==> src/rtl/sgc_pkg.sv <==
package sgc_pkg;
  localparam int unsigned NUM_FETCH = 6;
  localparam int unsigned OFS_NEXT  = 0;
  localparam int unsigned OFS_CTRL  = 1;
  localparam int unsigned OFS_SRC   = 2;
  localparam int unsigned OFS_DST   = 3;
  localparam int unsigned OFS_LEN   = 4;
  localparam int unsigned OFS_STAT  = 5;

  localparam int unsigned HALT_BIT  = 0;
  localparam int unsigned BUSY_BIT  = 0;
  localparam int unsigned DACK_BIT  = 0;

  localparam logic [2:0] RA_SWCTL = 3'd0;
  localparam logic [2:0] RA_CHCTL = 3'd1;
  localparam logic [2:0] RA_DADDR = 3'd2;
  localparam logic [2:0] RA_STAT  = 3'd3;
  localparam logic [2:0] RA_INT   = 3'd4;

  typedef enum logic [2:0] {
    W_IDLE, W_LINK, W_FETCH, W_MOVE, W_WAITMV, W_WBACK
  } walk_st_e;

  typedef enum logic [1:0] {
    P_IDLE, P_REQ, P_WAIT
  } port_st_e;
endpackage

==> src/rtl/sgc_regs.sv <==
module sgc_regs
  import sgc_pkg::*;
#(
  parameter int unsigned DW = 32,
  parameter int unsigned AW = 16
) (
  input  logic          clk,
  input  logic          rst_n,
  input  logic          cfg_we,
  input  logic [2:0]    cfg_addr,
  input  logic [DW-1:0] cfg_wdata,
  output logic [DW-1:0] cfg_rdata,
  input  logic          eng_busy,
  input  logic          cmpl_valid,
  input  logic [AW-1:0] cmpl_addr,
  input  logic          set_halt,
  input  logic          set_dack,
  output logic          sw_enable,
  output logic          ch_halt,
  output logic [AW-1:0] desc_addr,
  output logic          resume,
  output logic          irq
);
  localparam int unsigned EN_BIT = DW - 1;

  logic          en_q, halt_q, dack_q, resume_q;
  logic [AW-1:0] daddr_q;
  logic          wr_swctl, wr_chctl, wr_daddr, wr_int;

  assign wr_swctl = cfg_we && (cfg_addr == RA_SWCTL);
  assign wr_chctl = cfg_we && (cfg_addr == RA_CHCTL);
  assign wr_daddr = cfg_we && (cfg_addr == RA_DADDR) && !eng_busy;
  assign wr_int   = cfg_we && (cfg_addr == RA_INT);

  always_ff @(posedge clk or negedge rst_n) begin
    if (!rst_n) begin
      en_q     <= 1'b0;
      halt_q   <= 1'b1;
      daddr_q  <= '0;
      dack_q   <= 1'b0;
      resume_q <= 1'b0;
    end else begin
      if (wr_swctl) en_q <= cfg_wdata[EN_BIT];
      if (set_halt) halt_q <= 1'b1;
      else if (wr_chctl) halt_q <= cfg_wdata[HALT_BIT];
      if (cmpl_valid) begin
        daddr_q  <= cmpl_addr;
        resume_q <= 1'b1;
      end else if (wr_daddr) begin
        daddr_q  <= cfg_wdata[AW-1:0];
        resume_q <= 1'b0;
      end
      if (set_dack) dack_q <= 1'b1;
      else if (wr_int && cfg_wdata[DACK_BIT]) dack_q <= 1'b0;
    end
  end

  always_comb begin
    cfg_rdata = '0;
    unique case (cfg_addr)
      RA_SWCTL: cfg_rdata[EN_BIT]     = en_q;
      RA_CHCTL: cfg_rdata[HALT_BIT]   = halt_q;
      RA_DADDR: cfg_rdata[AW-1:0]     = daddr_q;
      RA_STAT:  cfg_rdata[BUSY_BIT]   = eng_busy;
      RA_INT:   cfg_rdata[DACK_BIT]   = dack_q;
      default:  cfg_rdata             = '0;
    endcase
  end

  assign sw_enable = en_q;
  assign ch_halt   = halt_q;
  assign desc_addr = daddr_q;
  assign resume    = resume_q;
  assign irq       = dack_q;

  p_halt_set_wins_r6: assert property (@(posedge clk) disable iff (!rst_n)
    set_halt |=> ch_halt);

  p_dack_has_cause_r8: assert property (@(posedge clk) disable iff (!rst_n)
    $rose(dack_q) |-> $past(set_dack));

  p_addr_frozen_busy_r12: assert property (@(posedge clk) disable iff (!rst_n)
    (eng_busy && !cmpl_valid) |=> (desc_addr == $past(desc_addr)));
endmodule

==> src/rtl/sgc_mem_port.sv <==
module sgc_mem_port
  import sgc_pkg::*;
#(
  parameter int unsigned DW = 32,
  parameter int unsigned AW = 16
) (
  input  logic          clk,
  input  logic          rst_n,
  input  logic          go,
  input  logic          go_write,
  input  logic [AW-1:0] go_addr,
  input  logic [DW-1:0] go_wdata,
  output logic          idle,
  output logic          done,
  output logic [DW-1:0] rdata,
  output logic          mem_req_valid,
  input  logic          mem_req_ready,
  output logic          mem_req_write,
  output logic [AW-1:0] mem_req_addr,
  output logic [DW-1:0] mem_req_wdata,
  input  logic          mem_rsp_valid,
  input  logic [DW-1:0] mem_rsp_data
);
  port_st_e      st;
  logic          write_q;
  logic [AW-1:0] addr_q;
  logic [DW-1:0] wdata_q;

  always_ff @(posedge clk or negedge rst_n) begin
    if (!rst_n) begin
      st      <= P_IDLE;
      write_q <= 1'b0;
      addr_q  <= '0;
      wdata_q <= '0;
    end else begin
      unique case (st)
        P_IDLE: if (go) begin
          st      <= P_REQ;
          write_q <= go_write;
          addr_q  <= go_addr;
          wdata_q <= go_wdata;
        end
        P_REQ:  if (mem_req_ready) st <= P_WAIT;
        P_WAIT: if (mem_rsp_valid) st <= P_IDLE;
        default: st <= P_IDLE;
      endcase
    end
  end

  assign idle          = (st == P_IDLE);
  assign done          = (st == P_WAIT) && mem_rsp_valid;
  assign rdata         = mem_rsp_data;
  assign mem_req_valid = (st == P_REQ);
  assign mem_req_write = write_q;
  assign mem_req_addr  = addr_q;
  assign mem_req_wdata = wdata_q;

  p_req_hold_r11: assert property (@(posedge clk) disable iff (!rst_n)
    (mem_req_valid && !mem_req_ready) |=>
      (mem_req_valid && $stable(mem_req_addr) && $stable(mem_req_write) && $stable(mem_req_wdata)));

  p_go_when_free_r11: assert property (@(posedge clk) disable iff (!rst_n)
    go |-> (st == P_IDLE));
endmodule

==> src/rtl/sgc_walker.sv <==
module sgc_walker
  import sgc_pkg::*;
#(
  parameter int unsigned DW = 32,
  parameter int unsigned AW = 16
) (
  input  logic          clk,
  input  logic          rst_n,
  input  logic          sw_enable,
  input  logic          ch_halt,
  input  logic [AW-1:0] start_addr,
  input  logic          resume,
  input  logic          acc_idle,
  input  logic          acc_done,
  input  logic [DW-1:0] acc_rdata,
  output logic          acc_go,
  output logic          acc_write,
  output logic [AW-1:0] acc_addr,
  output logic [DW-1:0] acc_wdata,
  output logic          mv_cmd_valid,
  input  logic          mv_cmd_ready,
  output logic [DW-1:0] mv_src,
  output logic [DW-1:0] mv_dst,
  output logic [DW-1:0] mv_len,
  input  logic          mv_done,
  output logic          busy,
  output logic          cmpl_valid,
  output logic [AW-1:0] cmpl_addr,
  output logic          set_halt,
  output logic          set_dack
);
  localparam int unsigned NW       = NUM_FETCH;
  localparam int unsigned IW       = $clog2(NW);
  localparam int unsigned FLAG_BIT = DW - 1;
  localparam logic [IW-1:0] LAST_IDX = IW'(NW - 1);

  walk_st_e          st;
  logic [AW-1:0]     cur;
  logic [IW-1:0]     idx;
  logic [NW-1:0][DW-1:0] words;
  logic              stop_now;

  for (genvar g = 0; g < NW; g++) begin : g_cap
    logic [DW-1:0] w_q;
    always_ff @(posedge clk or negedge rst_n) begin
      if (!rst_n) w_q <= '0;
      else if (st == W_FETCH && acc_done && idx == IW'(g)) w_q <= acc_rdata;
    end
    assign words[g] = w_q;
  end

  assign stop_now = words[OFS_CTRL][FLAG_BIT] || !sw_enable || ch_halt;

  always_ff @(posedge clk or negedge rst_n) begin
    if (!rst_n) begin
      st  <= W_IDLE;
      cur <= '0;
      idx <= '0;
    end else begin
      unique case (st)
        W_IDLE: if (sw_enable && !ch_halt) begin
          cur <= start_addr;
          idx <= '0;
          st  <= resume ? W_LINK : W_FETCH;
        end
        W_LINK: if (acc_done) begin
          cur <= acc_rdata[AW-1:0];
          st  <= W_FETCH;
        end
        W_FETCH: if (acc_done) begin
          if (idx == LAST_IDX) st <= W_MOVE;
          else idx <= idx + 1'b1;
        end
        W_MOVE:   if (mv_cmd_ready) st <= W_WAITMV;
        W_WAITMV: if (mv_done) st <= W_WBACK;
        W_WBACK: if (acc_done) begin
          if (stop_now) st <= W_IDLE;
          else begin
            cur <= words[OFS_NEXT][AW-1:0];
            idx <= '0;
            st  <= W_FETCH;
          end
        end
        default: st <= W_IDLE;
      endcase
    end
  end

  always_comb begin
    acc_addr = cur;
    unique case (st)
      W_LINK:  acc_addr = cur + AW'(OFS_NEXT);
      W_FETCH: acc_addr = cur + {{(AW-IW){1'b0}}, idx};
      W_WBACK: acc_addr = cur + AW'(OFS_STAT);
      default: acc_addr = cur;
    endcase
  end

  always_comb begin
    acc_wdata           = words[OFS_STAT];
    acc_wdata[FLAG_BIT] = 1'b0;
  end

  assign acc_go       = acc_idle && (st == W_LINK || st == W_FETCH || st == W_WBACK);
  assign acc_write    = (st == W_WBACK);
  assign mv_cmd_valid = (st == W_MOVE);
  assign mv_src       = words[OFS_SRC];
  assign mv_dst       = words[OFS_DST];
  assign mv_len       = words[OFS_LEN];
  assign busy         = (st != W_IDLE);
  assign cmpl_valid   = (st == W_WBACK) && acc_done;
  assign cmpl_addr    = cur;
  assign set_halt     = cmpl_valid && words[OFS_CTRL][FLAG_BIT];
  assign set_dack     = cmpl_valid && !sw_enable;

  p_wb_after_done_r4: assert property (@(posedge clk) disable iff (!rst_n)
    $rose(st == W_WBACK) |-> $past(mv_done));

  p_cmd_hold_r3: assert property (@(posedge clk) disable iff (!rst_n)
    (mv_cmd_valid && !mv_cmd_ready) |=>
      (mv_cmd_valid && $stable(mv_src) && $stable(mv_dst) && $stable(mv_len)));

  p_halt_stops_r6: assert property (@(posedge clk) disable iff (!rst_n)
    set_halt |=> (!busy && !acc_go));
endmodule

==> src/rtl/sgc_chain_engine.sv <==
module sgc_chain_engine
  import sgc_pkg::*;
#(
  parameter int unsigned DW = 32,
  parameter int unsigned AW = 16
) (
  input  logic          clk,
  input  logic          rst_n,
  input  logic          cfg_we,
  input  logic [2:0]    cfg_addr,
  input  logic [DW-1:0] cfg_wdata,
  output logic [DW-1:0] cfg_rdata,
  output logic          irq,
  output logic          mem_req_valid,
  input  logic          mem_req_ready,
  output logic          mem_req_write,
  output logic [AW-1:0] mem_req_addr,
  output logic [DW-1:0] mem_req_wdata,
  input  logic          mem_rsp_valid,
  input  logic [DW-1:0] mem_rsp_data,
  output logic          mv_cmd_valid,
  input  logic          mv_cmd_ready,
  output logic [DW-1:0] mv_src,
  output logic [DW-1:0] mv_dst,
  output logic [DW-1:0] mv_len,
  input  logic          mv_done
);
  logic          sw_enable, ch_halt, resume, eng_busy;
  logic [AW-1:0] desc_addr, cmpl_addr, acc_addr;
  logic          cmpl_valid, set_halt, set_dack;
  logic          acc_go, acc_write, acc_idle, acc_done;
  logic [DW-1:0] acc_wdata, acc_rdata;

  sgc_regs #(.DW(DW), .AW(AW)) u_regs (
    .clk(clk), .rst_n(rst_n),
    .cfg_we(cfg_we), .cfg_addr(cfg_addr), .cfg_wdata(cfg_wdata), .cfg_rdata(cfg_rdata),
    .eng_busy(eng_busy), .cmpl_valid(cmpl_valid), .cmpl_addr(cmpl_addr),
    .set_halt(set_halt), .set_dack(set_dack),
    .sw_enable(sw_enable), .ch_halt(ch_halt), .desc_addr(desc_addr),
    .resume(resume), .irq(irq)
  );

  sgc_walker #(.DW(DW), .AW(AW)) u_walk (
    .clk(clk), .rst_n(rst_n),
    .sw_enable(sw_enable), .ch_halt(ch_halt), .start_addr(desc_addr), .resume(resume),
    .acc_idle(acc_idle), .acc_done(acc_done), .acc_rdata(acc_rdata),
    .acc_go(acc_go), .acc_write(acc_write), .acc_addr(acc_addr), .acc_wdata(acc_wdata),
    .mv_cmd_valid(mv_cmd_valid), .mv_cmd_ready(mv_cmd_ready),
    .mv_src(mv_src), .mv_dst(mv_dst), .mv_len(mv_len), .mv_done(mv_done),
    .busy(eng_busy), .cmpl_valid(cmpl_valid), .cmpl_addr(cmpl_addr),
    .set_halt(set_halt), .set_dack(set_dack)
  );

  sgc_mem_port #(.DW(DW), .AW(AW)) u_port (
    .clk(clk), .rst_n(rst_n),
    .go(acc_go), .go_write(acc_write), .go_addr(acc_addr), .go_wdata(acc_wdata),
    .idle(acc_idle), .done(acc_done), .rdata(acc_rdata),
    .mem_req_valid(mem_req_valid), .mem_req_ready(mem_req_ready),
    .mem_req_write(mem_req_write), .mem_req_addr(mem_req_addr),
    .mem_req_wdata(mem_req_wdata), .mem_rsp_valid(mem_rsp_valid),
    .mem_rsp_data(mem_rsp_data)
  );

  p_start_gate_r2: assert property (@(posedge clk) disable iff (!rst_n)
    (!eng_busy && (!sw_enable || ch_halt)) |=> !eng_busy);
endmodule

==> config.mk <==
export PLATFORM = sky130hd
export DESIGN_NAME = sgc_chain_engine
export DESIGN_NICKNAME = d
export VERILOG_FILES = /design/src/rtl/sgc_pkg.sv /design/src/rtl/sgc_regs.sv /design/src/rtl/sgc_mem_port.sv /design/src/rtl/sgc_walker.sv /design/src/rtl/sgc_chain_engine.sv
export SDC_FILE = /design/constraint.sdc
export NUM_CORES = 1
export LEC_CHECK = 0
export BUFFER_PORTS_ARGS = -buffer_cell sky130_fd_sc_hd__buf_2
export CORE_ASPECT_RATIO = 1.25
export CORE_MARGIN = 1.5
export CORE_UTILIZATION = 50
export CTS_CLUSTER_SIZE = 40
export DETAILED_ROUTE_END_ITERATION = 10
export GPL_ROUTABILITY_DRIVEN = 0
export HOLD_SLACK_MARGIN = 0.15
export PLACE_DENSITY = 0.84
export SETUP_SLACK_MARGIN = 0.3
export SLEW_MARGIN = 20
export SYNTH_ARGS = -nofsm -noshare
export SYNTH_HDL_FRONTEND = slang
export SYNTH_SLANG_ARGS = --single-unit
==> constraint.sdc <==
create_clock -name clk -period 3 [get_ports clk]
set_input_delay 0.15 -clock clk [delete_from_list [all_inputs] [get_ports clk]]
set_output_delay 0.15 -clock clk [all_outputs]
set_load 0.01 [all_outputs]
==> impl_results.md <==
- Synth top area share: around 57%
- Clock slew at reported path FFs: around 0.060 ns
- Global-route wire length before repair: 42.0 mm
- Critical Path RT: roughly 3.4 ns
- Vias: approximately 7600
- Post-synth design cell area: 0.0103 mm²
- Htree depth: 1
- Fraction of layout cells with a size suffix above 1: 36.9%
- Root Driver: clkbuf_16
- Antenna violations before repair: 0
- PwrDens: roughly 900 mW/mm²
- Global route overflow: 0
- DRT Pass-1 Iters: 4
- Power consumption: 11.7 mW
- CP Cell Sequence: nand3b_1, nand2_1, ha_1, fa_1, a21o_1, o21ai_0, or4_1, a31oi_1
- Synth warn: 0
- Worst setup EP type: register
- Hold Path Class: primary input to asynchronous set/reset pin
- Worst setup SP type: register
- Largest net degree at the start of global routing: 103
- Max_cap viols: 0
- Cell variety after synth: 52
- Final WL: ~26 mm
- DR WL/cell: between 15 and 20 µm
- Reg2reg path depth: 8
- Top cells by instance count after synthesis: dfrtp_1, mux2_2, nand2_1
- Total Routing Usage GR: roughly a quarter
- CP startpoint: u_walk.st[2]
- Initial DRC Count: 352
- Setup Slack @ Placement: 0.416 ns
- Async SR Flop Fraction: 100%
- Category of the most critical setup path: register to register
- Status: finished clean
- R2r endpoint: u_port.mem_req_addr[12]
- DRC: 0
- Flops & latches, synth: ~240
- Hold WS: 0.249 ns
- CP endpoint: u_port.mem_req_addr[12]
- Area leader, netlist: dfrtp_1
- Setup repair bufs after CTS: 0
- Fmax: 394 MHz
- Crit-path slowest cell: dfrtp_1
- Top FF cell, synth: dfrtp_1
- R2r setup slk: 0.46 ns
- Final worst-path cycle share: a little over four fifths
- # diodes: 0
- Area of the multi-input gates: 0.00403 mm²
- RSZ-0062 raised after global routing: false
- Ranking of synthesized cells by area: dfrtp_1, mux2_2, mux2i_1, nand2_1, nor2_1
- Area Growth Syn to Fin: 27.1%
- Final #Nets: 1227
- Relative slew slack: 47.2%
- Total CTS buffers: 24
- Post-synth EDFFs: 0
- Reg-to-reg startpoint: u_walk.st[2]
- Most frequent cell after synthesis: dfrtp_1
- Vias in the first global route: 8071
- Ports: 254
- Die ar.: 0.0215 mm²
- Final Max Tran Viols: 0
- Setup TNS: 0 ns
- CP max FO: 15
- Antenna-violating nets left: 0
- TritonCTS clock tree: yes
- Worst-Margin Slew: roughly 0.8 ns
- DR vias/cell: 5.30
- I/O Buffers: 222
- Core ar.: ~0.02 mm²
- Starting density of the core: approximately half
- VDD IR max: 0.583 mV
- Post-layout minimum cycle time: about 2.5 ns
- Chip width: 131 µm
- CTS sink count: about 240
- Sequential fraction of the synthesis area: ~57%
- FF+latch area: 0.00591 mm²
- Leakage: 6.97 nW
- Final setup violation count: 0
- CP Data Arrival Time: 2.97 ns
- Setup WS post-layout: 0.460 ns
- Final Hold Fails: 0
- Clock skew: 0.0127 ns
- Die Y: roughly 160 µm
- Worst-skew pair later-pin latency: 0.51 ns
- Delay of the slowest cell on the worst path: ~0.6 ns
- DP HPWL: 16.8 mm
- Floorplan row count: a little under 60
- Fillers: 1504
- Cells after synthesis: around 860
- Longest Clk Path Bufs: 3
- Mean post-synth cell area: 11.9 µm²
==> metal layers <==
layer	track usage, %	vias up	share of wire, %
met5	0	-	0
met4	10.4	0	3.6
met3	4.00	60	5.3
met2	44.3	246	52
met1	29.0	3778	39
li1	-	3488	-
==> flip-flops by register name, summed over array words and instances, names as in the netlist <==
name	flops
u_walk.cmpl_addr	16
u_walk.mv_src	32
u_regs.sw_enable	1
u_walk.mv_dst	32
u_walk.st	3
u_port.mem_req_write	1
u_walk.g_cap.w_q	48
u_port.mem_req_wdata	31
u_regs.irq	1
u_walk.mv_len	32
u_walk.idx	3
u_regs.ch_halt	1
u_port.st	2
u_port.mem_req_addr	16
u_regs.resume	1
u_regs.desc_addr	16
==> worst min-delay path by stage <==
stage / start / to / depth (start not counted)
floorplan: rst_n / u_port.mem_req_addr[0] / 0
global placement: rst_n / u_walk.mv_dst[25] / 1
detailed placement: rst_n / u_walk.mv_dst[25] / 1
CTS: cfg_addr[0] / u_regs.resume / 6
global route: cfg_addr[0] / u_regs.resume / 6
finish: rst_n / u_walk.mv_src[29] / 2
==> cell families after synthesis <==
| logic type | Yosys count | synth area share (%) |
|---|---|---|
| other | 1 | 0.0364 |
| muxes | 200 | 21.2 |
| xor gates and xnor gates | 4 | 0.340 |
| AOI/OAI and AO/OA | 92 | 5.24 |
| and+or+nand+nor | 235 | 10.4 |
| DFF | 236 | 57.4 |
| adders and majority gates | 9 | 1.17 |
| buffers and inverters | 87 | 4.26 |
==> metrics by stage <==
| stage | cell area (µm²) | utilization (%) | std cells |
|---|---|---|---|
| after floorplan | 10400 | - | 879 |
| after global placement | 11700 | 57.9 | 1329 |
| after detailed placement | 11700 | 57.9 | 1329 |
| after global routing | 13100 | 64.9 | 1430 |
| after CTS | 13100 | 64.9 | 1430 |
| final | 13100 | 64.9 | 1430 |
==> power breakdown <==
| part | switching (mW) | internal [mW] | total [mW] |
|---|---|---|---|
| combinational | 2.01 | 1.68 | 3.69 |
| clock | 1.25 | 1.89 | 3.14 |
| sequential | 0.729 | 4.17 | 4.90 |
| total | 3.99 | 7.75 | 11.7 |
==> worst max-delay path, delay by kind of cell (launching register included) <==
family / cells / cell delay, ns
fa+ha+maj: 2 / 0.43
compound gates: 3 / 0.55
flops: 1 / 0.61
simple gates: 3 / 0.88
==> cells in the final DEF (no fill, tap or decap), types with 3 or more instances in the layout <==
master	count
buf_4	20
dfrtp_1	234
nor3b_1	3
nor3_1	3
nand2_1	116
buf_2	221
or3_1	7
clkbuf_1	6
ha_1	8
clkinv_2	4
nand2b_1	4
conb_1	16
mux2i_1	52
dlygate4sd3_1	59
mux2_1	10
clkbuf_16	25
nand3_1	5
xnor2_1	4
a21oi_1	35
inv_1	23
a31oi_1	12
nor2_1	56
nand3b_1	3
bufinv_16	4
o21ai_0	25
mux2_2	138
o31ai_1	3
or4_1	4
and2_1	17
==> final cells by class <==
cell class	count	area share (%)
clock buffer	32	5.06
tap	270	2.58
timing repair buffer	303	14.5
sequential	236	45.2
inverter	23	0.660
multi-input combinational	556	30.8
clock inverter	10	1.20
==> what timing repair did <==
action,CTS,global route
hold endpoints to repair,267,0
gates resized for setup,0,1
hold buffers,59,0
endpoints found under the setup margin,0,4
Note: power is estimated with default switching activity, not from simulation.
